[src/rtl/sdr_mode_pkg.sv]
package sdr_mode_pkg;
  localparam int MR_W     = 12;
  localparam int BL_LSB   = 0;
  localparam int BT_BIT   = 3;
  localparam int CL_LSB   = 4;
  localparam int OP_LSB   = 7;
  localparam int WB_BIT   = 9;

  localparam logic [2:0] CL_TWO   = 3'b010;
  localparam logic [2:0] CL_THREE = 3'b011;
  localparam logic [2:0] BL_PAGE  = 3'b111;

  typedef enum logic [2:0] {
    CMD_DESEL,
    CMD_NOP,
    CMD_LOAD,
    CMD_READ,
    CMD_OTHER
  } sdr_cmd_e;
endpackage

[src/rtl/sdr_cmd_decode.sv]
module sdr_cmd_decode
  import sdr_mode_pkg::*;
(
  input  logic     cs_ni,
  input  logic     ras_ni,
  input  logic     cas_ni,
  input  logic     we_ni,
  output sdr_cmd_e cmd_o
);
  always_comb begin
    if (cs_ni) cmd_o = CMD_DESEL;
    else begin
      unique case ({ras_ni, cas_ni, we_ni})
        3'b111:  cmd_o = CMD_NOP;
        3'b000:  cmd_o = CMD_LOAD;
        3'b101:  cmd_o = CMD_READ;
        default: cmd_o = CMD_OTHER;
      endcase
    end
  end
endmodule

[src/rtl/sdr_mode_reg.sv]
module sdr_mode_reg
  import sdr_mode_pkg::*;
#(
  parameter int PAGE_COLS = 256,
  parameter int BLEN_W    = $clog2(PAGE_COLS) + 1
) (
  input  logic              clk_i,
  input  logic              rst_ni,
  input  logic              load_i,
  input  logic [MR_W-1:0]   addr_i,
  output logic              cl3_o,
  output logic              interleave_o,
  output logic [BLEN_W-1:0] rd_blen_o,
  output logic [BLEN_W-1:0] wr_blen_o,
  output logic              mode_error_o
);
  logic [2:0] bl_q;
  logic       bt_q, cl3_q, wb_q, err_q;
  logic       fields_ok;

  assign fields_ok = (addr_i[CL_LSB +: 3] inside {CL_TWO, CL_THREE}) &&
                     (addr_i[OP_LSB +: 2] == 2'b00);

  always_ff @(posedge clk_i or negedge rst_ni) begin
    if (!rst_ni) begin
      bl_q  <= '0;
      bt_q  <= 1'b0;
      cl3_q <= 1'b0;
      wb_q  <= 1'b0;
      err_q <= 1'b0;
    end else if (load_i) begin
      if (fields_ok) begin
        bl_q  <= addr_i[BL_LSB +: 3];
        bt_q  <= addr_i[BT_BIT];
        cl3_q <= addr_i[CL_LSB];
        wb_q  <= addr_i[WB_BIT];
      end else begin
        err_q <= 1'b1;
      end
    end
  end

  // reserved length codes report zero
  always_comb begin
    unique case (bl_q)
      3'd0:    rd_blen_o = BLEN_W'(1);
      3'd1:    rd_blen_o = BLEN_W'(2);
      3'd2:    rd_blen_o = BLEN_W'(4);
      3'd3:    rd_blen_o = BLEN_W'(8);
      BL_PAGE: rd_blen_o = bt_q ? '0 : BLEN_W'(PAGE_COLS);
      default: rd_blen_o = '0;
    endcase
  end

  assign wr_blen_o    = wb_q ? BLEN_W'(1) : rd_blen_o;
  assign cl3_o        = cl3_q;
  assign interleave_o = bt_q;
  assign mode_error_o = err_q;
endmodule

[src/rtl/sdr_rd_pipe.sv]
module sdr_rd_pipe #(
  parameter int DATA_W  = 16,
  parameter int MAX_LAT = 3,
  parameter int LAT_W   = $clog2(MAX_LAT + 1)
) (
  input  logic              clk_i,
  input  logic              rst_ni,
  input  logic              rd_i,
  input  logic [DATA_W-1:0] data_i,
  input  logic [LAT_W-1:0]  lat_i,
  output logic [DATA_W-1:0] dq_o,
  output logic              vld_o,
  output logic              oe_o
);
  logic [MAX_LAT-1:0] vld_q;
  logic [DATA_W-1:0]  dat_q [MAX_LAT];
  logic               tap_vld;
  logic [DATA_W-1:0]  tap_dat;
  logic               out_vld_q;
  logic [DATA_W-1:0]  out_dat_q;

  for (genvar i = 0; i < MAX_LAT; i++) begin : g_stage
    always_ff @(posedge clk_i or negedge rst_ni) begin
      if (!rst_ni) begin
        vld_q[i] <= 1'b0;
        dat_q[i] <= '0;
      end else if (i == 0) begin
        vld_q[i] <= rd_i;
        dat_q[i] <= rd_i ? data_i : '0;
      end else begin
        vld_q[i] <= vld_q[(i == 0) ? 0 : i-1];
        dat_q[i] <= dat_q[(i == 0) ? 0 : i-1];
      end
    end
  end

  // stage lat-1 holds the read one clock before its data cycle
  always_comb begin
    tap_vld = 1'b0;
    tap_dat = '0;
    for (int i = 0; i < MAX_LAT; i++) begin
      if (LAT_W'(i + 1) == lat_i) begin
        tap_vld = vld_q[i];
        tap_dat = dat_q[i];
      end
    end
  end

  always_ff @(posedge clk_i or negedge rst_ni) begin
    if (!rst_ni) begin
      out_vld_q <= 1'b0;
      out_dat_q <= '0;
    end else begin
      out_vld_q <= tap_vld;
      out_dat_q <= tap_vld ? tap_dat : '0;
    end
  end

  assign dq_o  = out_dat_q;
  assign vld_o = out_vld_q;
  assign oe_o  = tap_vld | out_vld_q;
endmodule

[src/rtl/sdr_mode_rdpipe.sv]
module sdr_mode_rdpipe
  import sdr_mode_pkg::*;
#(
  parameter int DATA_W    = 16,
  parameter int PAGE_COLS = 256,
  parameter int MAX_LAT   = 3,
  localparam int BLEN_W   = $clog2(PAGE_COLS) + 1
) (
  input  logic              clk_i,
  input  logic              rst_ni,
  input  logic              cs_ni,
  input  logic              ras_ni,
  input  logic              cas_ni,
  input  logic              we_ni,
  input  logic [11:0]       addr_i,
  input  logic [DATA_W-1:0] arr_data_i,
  output logic [DATA_W-1:0] dq_o,
  output logic              dq_vld_o,
  output logic              dq_oe_o,
  output logic [1:0]        cas_lat_o,
  output logic [BLEN_W-1:0] rd_blen_o,
  output logic [BLEN_W-1:0] wr_blen_o,
  output logic              interleave_o,
  output logic              mode_error_o
);
  localparam int LAT_W = $clog2(MAX_LAT + 1);

  sdr_cmd_e cmd;
  logic     cl3;

  sdr_cmd_decode u_dec (
    .cs_ni  (cs_ni),
    .ras_ni (ras_ni),
    .cas_ni (cas_ni),
    .we_ni  (we_ni),
    .cmd_o  (cmd)
  );

  sdr_mode_reg #(.PAGE_COLS(PAGE_COLS), .BLEN_W(BLEN_W)) u_mode (
    .clk_i        (clk_i),
    .rst_ni       (rst_ni),
    .load_i       (cmd == CMD_LOAD),
    .addr_i       (addr_i),
    .cl3_o        (cl3),
    .interleave_o (interleave_o),
    .rd_blen_o    (rd_blen_o),
    .wr_blen_o    (wr_blen_o),
    .mode_error_o (mode_error_o)
  );

  assign cas_lat_o = {1'b1, cl3};

  sdr_rd_pipe #(.DATA_W(DATA_W), .MAX_LAT(MAX_LAT), .LAT_W(LAT_W)) u_pipe (
    .clk_i  (clk_i),
    .rst_ni (rst_ni),
    .rd_i   (cmd == CMD_READ),
    .data_i (arr_data_i),
    .lat_i  (LAT_W'(cas_lat_o)),
    .dq_o   (dq_o),
    .vld_o  (dq_vld_o),
    .oe_o   (dq_oe_o)
  );
endmodule

[config.mk]
export PLATFORM = sky130hd
export DESIGN_NAME = sdr_mode_rdpipe
export DESIGN_NICKNAME = d
export VERILOG_FILES = /design/src/rtl/sdr_mode_pkg.sv /design/src/rtl/sdr_cmd_decode.sv /design/src/rtl/sdr_mode_reg.sv /design/src/rtl/sdr_rd_pipe.sv /design/src/rtl/sdr_mode_rdpipe.sv
export SDC_FILE = /design/constraint.sdc
export NUM_CORES = 1
export LEC_CHECK = 0
export ABC_AREA = 1
export CORE_UTILIZATION = 53
export CTS_CLUSTER_DIAMETER = 120
export DETAILED_ROUTE_END_ITERATION = 6
export GPL_ROUTABILITY_DRIVEN = 0
export GPL_TIMING_DRIVEN = 0
export PLACE_DENSITY_LB_ADDON = 0.3
export SYNTH_ARGS = -nofsm -noshare
export SYNTH_HDL_FRONTEND = slang
export SYNTH_HIERARCHICAL = 1
export SYNTH_SLANG_ARGS = --single-unit
export TNS_END_PERCENT = 30
[constraint.sdc]
create_clock -name clk_i -period 1.75 [get_ports clk_i]
set_input_delay 0.35 -clock clk_i [delete_from_list [all_inputs] [get_ports clk_i]]
set_output_delay 0.35 -clock clk_i [all_outputs]
set_load 0.01 [all_outputs]
==> impl_metrics.py <==
metrics = {
    "outcome": {
        "status": "complete, no violations",
    },
    "cts": {
        "cts_tree": "yes",
        "h-tree-depth": 3,
        "cts_buffers": 9,
        "hold_buffers": 0,
        "clock_sink_count": 75,
        "clk_path_buf_depth": 2,
        "clk_pin_slew_ns": 0.07,
        "clk_latency_ns": 0.34,
        "cts-root-buf": "clkbuf_8",
    },
    "sta": {
        "setup_viol": 0,
        "finalCriticalPeriod_ns": 1.65,
        "hold_viol_final": 0,
        "tns_ns": 0,
        "worst_pin_slew_ns": 0.866,
        "rsz0062_at_grt": "no",
        "drv_slew": 0,
        "period_share": 0.945,
        "fmax_ghz": 0.605,
        "slew_headroom": 0.423,
        "skew_ns": 0.00582,
    },
    "setup_path": {
        "critical_path_class": "reg2out",
        "critical_path.endpoint": "rd_blen_o[3]",
        "required_ns": 1.40,
        "r2r_cells": 7,
        "path_cells": "buf_4 > nor2_1 > dlygate4sd2_1",
        "critPathLaunch": "u_mode/bl_q[2]$_DFFE_PN0P_",
        "cp-end-kind": "primary output",
        "reg2reg_slack_ns": 0.47,
        "critPathLaunchType": "register",
        "critical-path-max-stage-delay_ns": 0.41,
        "cp.arrival_ns": 1.30,
        "reg2reg_from": "u_mode/cl3_o$_DFFE_PN0P_",
        "cp_max_fo": 3,
        "slowest_stage": "dfrtp_1",
        "rr_endpoint": "u_pipe/dq_o[2]$_DFF_PN0_",
    },
    "layout": {
        "syn_to_final_growth_pct": 30.2,
        "diodes": 0,
        "final_util": 0.715,
        "post_route_cells_drive_above_1_share": 0.214,
        "final_nets": 414,
        "final_cells": 456,
    },
    "placement": {
        "placed_cells": 439,
        "numPortBuffers": 62,
        "dp_hpwl_mm": 3.86,
    },
    "floorplanning": {
        "start_util": 0.549,
        "die_w_um": 77.6,
        "dieArea_um2": 6010,
        "die_h_um": 77.6,
        "io_pins": 74,
        "rows": 27,
        "core_area_um2": 5510,
    },
    "drt": {
        "drc_errors": 0,
        "dr.pass1.iters": 4,
        "routed_wl_mm": 5.20,
        "wl_per_cell_um": 11.4,
        "drtIter0Drc": 143,
        "ant_nets": 0,
        "vias": 2111,
        "viasPerCell": 4.63,
    },
    "synth": {
        "avgSynthCellArea_um2": 10.2,
        "ys_types": 24,
        "synth-seq-cells": 75,
        "netlist_area_um2": 3030,
        "synth_top_area_frac": 0.620,
        "ys_seq_area_frac": 0.620,
        "yosysTopAreaCell": "dfrtp_1",
        "ys_warn_count": 6,
        "synth_cells": 297,
        "yosys-top-cells-area": "dfrtp_1 62%, nand3_1 11%, nand2_1 5.6%",
    },
    "global_route": {
        "grt_pass1_vias": 2015,
        "grt_antenna_before_repair": 0,
        "grt_overflow_total": 0,
        "grt_max_degree": 76,
        "grtUsageTotal": 0.205,
        "grt_pass1_wl_mm": 9.08,
    },
    "power": {
        "powerDensity_nw_per_um2": 858,
        "peakVddDrop_mv": 0.424,
        "power.leakage_nw": 2.19,
    },
    "job": {
        "max_cap_violations": 0,
    },
    "worst_hold_path": {
        "worstHoldPathType": "in2async",
    },
}
## metal layers
metal / part of all wire / global-route usage
met1: 0.40 / 0.225
met2: 0.51 / 0.342
met3: 0.087 / 0.0941
met4: 0.012 / 0.0906
met5: 0 / 0
## area by class of cell
| class | count | area [um^2] |
|---|---|---|
| inverters | 45 | 176 |
| repair buffers | 65 | 602 |
| flip-flops and latches | 75 | 1880 |
| clock inverters | 2 | 35.0 |
| fillers | 424 | 1570 |
| well taps | 72 | 90.1 |
| multi-input cells | 161 | 826 |
| clock buffers | 13 | 159 |
| plain buffers | 23 | 173 |
## worst max-delay path: cells and delay by family, from the launching register on
kind / cells / cell delay [ns]
and+or+nand+nor: 1 / 0.11
buffers and inverters: 2 / 0.45
DFF: 1 / 0.41
## worst min-delay path by stage
| stage | to | cells past startpoint | slack (ns) |
|---|---|---|---|
| detailed placement | u_pipe/dat_q[4]$_DFF_PN0_ | 0 | 0.36 |
| floorplan | u_mode/bl_q[0]$_DFFE_PN0P_ | 0 | 0.05 |
| global route | u_pipe/dat_q[18]$_DFF_PN0_ | 1 | 0.19 |
| global placement | u_pipe/dat_q[24]$_DFF_PN0_ | 0 | 0.36 |
| CTS | u_pipe/dq_o[2]$_DFF_PN0_ | 1 | 0.15 |
| finish | u_pipe/dq_o[7]$_DFF_PN0_ | 1 | 0.13 |
## cells in the mapped netlist
cell type,n
a21oi_2,2
buf_12,1
buf_2,8
buf_4,12
buf_6,2
clkbuf_1,1
conb_1,2
dfrtp_1,75
inv_1,33
inv_2,10
inv_4,1
inv_6,1
nand2_1,45
nand2_2,11
nand3_1,64
nand3_2,2
nand3_4,3
nand4_1,7
nor2_1,8
nor2_2,1
nor2_4,2
nor3_1,3
nor3_2,1
or2_1,2
## flip-flops by register name, summed over array words and instances, names as in the netlist
signal and flops:
u_mode/bl_q 3, u_mode/cl3_o 1, u_mode/interleave_o 1, u_mode/mode_error_o 1, u_mode/wb_q 1, u_pipe/dat_q 48, u_pipe/dq_o 16, u_pipe/vld_o 1
u_pipe/vld_q 3
## where the power goes
part	total, mW	switching (mW)	internal, mW
clock	1.28	0.550	0.727
combinational	0.332	0.178	0.154
sequential	1.77	0.0196	1.75
## through the flow
step | total power [mW] | area, um^2 | worst slack (ns) | hold WS (ns)
floorplan | 1.96 | 3060 | 0.443 | 0.0544
global placement | 2.13 | 3770 | -1.94 | 0.357
detailed placement | 2.14 | 3760 | -0.342 | 0.361
CTS | 3.41 | 3960 | 0.00296 | 0.150
global route | 3.53 | 3940 | 0.000911 | 0.193
finish | 3.38 | 3940 | 0.0960 | 0.132
## what timing repair did
action | in CTS | in global routing
cloned | 0 | 0
setup buffers | 1 | 2
setup endpoints to repair | 11 | 17
gates resized for setup | 16 | 12
endpoints found under the hold margin | 0 | 0
## kinds of logic (layout without fill, tap and decap cells)
logic type | count (synthesis) | in the layout | synth area share
simple gates | 149 | 149 | 0.255
flops | 75 | 75 | 0.620
buf+inv | 69 | 148 | 0.117
other cells | 2 | 10 | 0.00248
compound gates | 2 | 2 | 0.00579
## placed cells by master, fill, tap and decap left out, drive strengths merged
cell type / Yosys / layout
nand4: 7 / 7
or2: 2 / 2
nor3: 4 / 4
buf: 23 / 28
nand3: 69 / 69
nor2: 11 / 11
clkdlybuf4s50: 0 / 49
dfrtp: 75 / 75
conb: 2 / 10
inv: 45 / 45
clkbuf: 1 / 19
dlygate4sd2: 0 / 5
clkinv: 0 / 1
bufinv: 0 / 1
a21oi: 2 / 2
nand2: 56 / 56
No activity file was read; power rests on OpenSTA's default activity.
